$ cat src/rtl/sys_err_report.sv
module sys_err_report (
  input  logic       clk,
  input  logic       rst_n,
  input  logic       cmd_wr,
  input  logic       cmd_en,
  input  logic       mem_perr,
  input  logic       tgt_abort,
  input  logic       bus_perr,
  input  logic       sts_clr,
  input  logic [1:0] sts_wdata,
  output logic       en_q,
  output logic [1:0] sts_q,
  output logic       err_n,
  output logic       err_oe
);
  logic       mem_hit, fire, pulse_q;
  logic [1:0] clr_mask, set_mask;

  // bus_perr is intentionally left unused: peripheral parity is not reported
  logic unused_ok;
  assign unused_ok = bus_perr;

  assign mem_hit  = en_q & mem_perr;
  assign fire     = en_q & (mem_perr | tgt_abort);
  assign clr_mask = sts_clr ? sts_wdata : 2'b00;
  assign set_mask = {fire, mem_hit};

  always_ff @(posedge clk) begin
    if (!rst_n) begin
      en_q    <= 1'b0;
      pulse_q <= 1'b0;
      sts_q   <= 2'b00;
    end else begin
      if (cmd_wr) en_q <= cmd_en;
      pulse_q <= fire;
      sts_q   <= (sts_q & ~clr_mask) | set_mask;
    end
  end

  assign err_oe = pulse_q;
  assign err_n  = ~pulse_q;
endmodule


$ cat config.mk
export PLATFORM = sky130hd
export DESIGN_NAME = sys_err_report
export DESIGN_NICKNAME = d
export VERILOG_FILES = /design/src/rtl/sys_err_report.sv
export SDC_FILE = /design/constraint.sdc
export NUM_CORES = 1
export LEC_CHECK = 0
export BUFFER_PORTS_ARGS = -buffer_cell sky130_fd_sc_hd__buf_2
export CORE_AREA = 5 5 42 44
export DETAILED_ROUTE_END_ITERATION = 10
export DIE_AREA = 0 0 47 49
export PLACE_DENSITY = 0.4
export SLEW_MARGIN = 20
export SYNTH_ARGS = -nofsm -noshare
export SYNTH_HDL_FRONTEND = slang
export SYNTH_SLANG_ARGS = --single-unit
export TNS_END_PERCENT = 10
$ cat constraint.sdc
create_clock -name clk -period 1.2 [get_ports clk]
set_input_delay 0.18 -clock clk [delete_from_list [all_inputs] [get_ports clk]]
set_output_delay 0.18 -clock clk [all_outputs]
set_load 0.01 [all_outputs]
======== After elaboration in Yosys (flattened, before gate mapping) ========
Index checks and enable logic that the tools add are counted.
storage, ports and cells
  register bits ........................... 4
  logic and storage cells ................. 11
cells by class
  multiplexer cells ....................... 1
  bitwise operators ....................... 7
operators with widths
  operator     number
  $and 1x1->1  2
  $and 2x2->2  1
  $mux 2       1
  $not 2->2    1
  $or 2x2->2   1
  $not 1->1    1
  $or 1x1->1   1

======== Logic depth before layout (Yosys ltp) ========
  word-level depth ........................ 4
  depth in mapped cells ................... 2

======== Worst setup path after synthesis ========
Ideal clock, no wire load.
  path type ............................... register to register
  from .................................... register en_q
  to ...................................... register sts_q[0]
  arrival ................................. 672 ps
  data required time ...................... 1084 ps
  setup slack ............................. 411 ps
  cell stages (with the launch flop) ...... 3
  period minus slack after synthesis ...... 789 ps
  path through ............................ dfxtp_1 and3_1 a31o_2
on the way
  longest elaborated chain between the ends .. 2
RTL lines
  item                      line  text
  start: declaration        11    output logic en_q,
  start signal: assignment  34    if (cmd_wr) en_q <= cmd_en;
  $and 1x1->1               23    assign mem_hit = en_q & mem_perr;
  $or 2x2->2                36    sts_q <= (sts_q & ~clr_mask) | set_mask;
  end signal: assignment    36
  end: declaration          12    output logic [1:0] sts_q,
No other way between the ends.
A chain may end at the register's enable or synchronous reset.

======== Final worst setup path ========
  from .................................... register en_q
  to ...................................... output en_q
No word-level cell between the ends.

==> results by group <==
Detailed routing
  – Drt drc: 0
  – Via density per instance: 3.31
  – DR vias: 149
  – Post-route ant nets: 0
  – TritonRoute pass-1 iters: 2
  – DRT iter0 DRCs: 2
  – WL/cell: 9.16 um
  – Routed wire length: 412 um

Critical path
  – Worst R2R Start: en_q
  – Critical path depth: 1
  – Worst Path Buf+Inv: 1
  – Arrival time at the worst endpoint: 0.74 ns
  – Crit path capture type: output port
  – Critical path class: flop to output port
  – CP top delay family: flip-flops
  – Worst path required time: 1.02 ns
  – CP max-delay cell: dfxtp_1
  – CP Max Fanout: 4
  – Startpoint types: flop
  – Slowest stage delay, CP: 0.36 ns
  – FF-to-FF path depth: 2
  – R2r setup slk: 0.42 ns
  – Worst R2R End: sts_q[0]
  – CP Cell Sequence: buf_2

Logic synthesis
  – Post-Syn Instances: 13
  – Post-Syn Area: 141 um2
  – Ys flop type: dfxtp_1
  – Top cells by area, synth: dfxtp_1 (57%), mux2i_1 (7.1%), o211a_1 (7.1%), a31o_1 (6.2%), a31o_2 (6.2%)
  – FFs w/ async S/R, synth: 0%
  – Count leader, synth: dfxtp_1
  – Syn avg cell area: 10.9 um2
  – Post-synth top area cell: dfxtp_1
  – Syn. warnings: 0
  – Post-synth top area share: 56.6%
  – Synthesized net count: 23
  – Seq cells post-synth: 4
  – Post-synth EDFFs: 0
  – Sequential cell area fraction in the yosys report: 56.6%
  – Yosys cell types: 9
  – Most frequent cells after synthesis: dfxtp_1 (4), nand2_1 (2)

STA
  – Slew @ Worst Pin: 0.137 ns
  – Final worst slack: 0.278 ns
  – Final TNS setup: 0 ns
  – Final Critical Period: 0.922 ns
  – RSZ-0062 raised after global routing: false
  – Setup violators final: 0
  – Max Fclk: 1.08 GHz
  – Final period util: 76.9%
  – Final count of pins violating max slew: 0
  – Headroom to the max-slew limit: 90.6%
  – Final Hold Fails: 0
  – Clock Skews: 0.00356 ns

Power
  – VDD IR max: 294 uV
  – Sw Share: 20.9%
  – Net Switching: 72.1 uW
  – Pwr Density: 1380 mW/mm2
  – Leak Pwr: 0.139 nW
  – Clock Power Share: 47.4%
  – Reg power frac: 41.8%
  – Logic pwr share: 10.8%
  – P_int: 273 uW

Layout
  – # nets final: 41
  – Layout cells sized above 1: 58.6%
  – Final Instance Area: 249 um2
  – Area grow syn2layout: 76.1%
  – Post-layout util: 17.8%
  – Fillcell total: 169
  – Fin cells: 45
  – Diode count: 0

CTS
  – Root Driver: clkbuf_4
  – CTS clk-pin slew, worst paths: 0.04 ns
  – CTS max path bufs: 2
  – TritonCTS clock tree: yes
  – Sink Count: 4
  – Cts bufs inserted: 3
  – Hold_buf cts: 0
  – CTS HTree Levels: 1
  – Post_cts resized: 0
  – Post-CTS setup repair buffer count: 0
  – Worst-skew pair later-pin latency: 0.23 ns

Global route
  – Vias in the first global route: 169
  – Congestion Overflow GR: 0
  – First-pass GRT wire length: 710 um
  – Initial antenna violation count: 0
  – Tot GR Track Use: 4.86%
  – Pin count of the biggest net entering global routing: 6

Hold path
  – Hold path depth: 2
  – Hold Crit Class: primary input to flop
  – Hold Path Sink: err_oe
  – HP Start: tgt_abort

Place
  – Port Buffers: 13
  – DP Worst Slack: 0.393 ns
  – Cells after DPL: 42
  – Placement Cell Area: 226 um2
  – GPL Wtd Cong: 0.695

Run status
  – Outcome: complete, no violations

Floorplan
  – Num rows: 14
  – Die area: 0.00230 mm2
  – Die width: 47 um
  – Initial core utilization: 10.1%
  – Die height: 49 um
  – Ports: 15
  – Core Area: 0.00140 mm2

Run
  – Maxcap violations: 0
[cell type report]
class	count	area, um2	area share [%]
well taps	16	20.0	8.04
inverters	1	3.75	1.51
clock buffers	3	22.5	9.05
flip-flops and latches	4	80.1	32.2
multi-input cells	8	57.6	23.1
repair buffers	13	65.1	26.1
[power by group through the flow]
stage	clock [mW]	sequential [mW]	combinational, mW
final	0.163	0.144	0.0371
after global routing	0.179	0.145	0.0418
after CTS	0.173	0.144	0.0375
after detailed placement	0	0.147	0.0373
after global placement	0	0.146	0.0374
after floorplan	0	0.149	0.0102
[cells by family after synthesis]
family | Yosys count | synth area share (%)
buf+inv | 1 | 2.65
compound gates | 3 | 19.5
mux | 1 | 7.08
flops | 4 | 56.6
simple gates | 4 | 14.2
[flip-flops by register name, summed over array words and instances, names as in the netlist]
| signal | flops |
|---|---|
| sts_q | 2 |
| err_oe | 1 |
| en_q | 1 |
[metal layers]
metal	track usage (%)	share of wire (%)
met5	0	0
met4	4.15	0
met3	5.17	21
met2	4.30	22
met1	5.93	57
[layout by cell type (no fill, tap or decap), drive strengths merged]
cell,instances
buf,13
dfxtp,4
clkbuf,3
nand2,2
a31o,2
inv,1
and3,1
mux2i,1
nor2b,1
o211a,1
[per-stage QoR]
| step | power, mW | hold WS (ns) |
|---|---|---|
| after global placement | 0.184 | 0.450 |
| after floorplan | 0.159 | 0.308 |
| after CTS | 0.355 | 0.206 |
| final | 0.345 | 0.211 |
| after detailed placement | 0.184 | 0.443 |
| after global routing | 0.366 | 0.218 |
[how the worst max path moves through the flow]
stage,startpoint,endpoint,slack [ns]
floorplan,en_q,sts_q[0],0.41
global placement,mem_perr,sts_q[1],0.39
detailed placement,mem_perr,sts_q[1],0.39
CTS,en_q,en_q,0.26
global route,en_q,en_q,0.23
finish,en_q,en_q,0.28
Note: power is estimated with default switching activity, not from simulation.
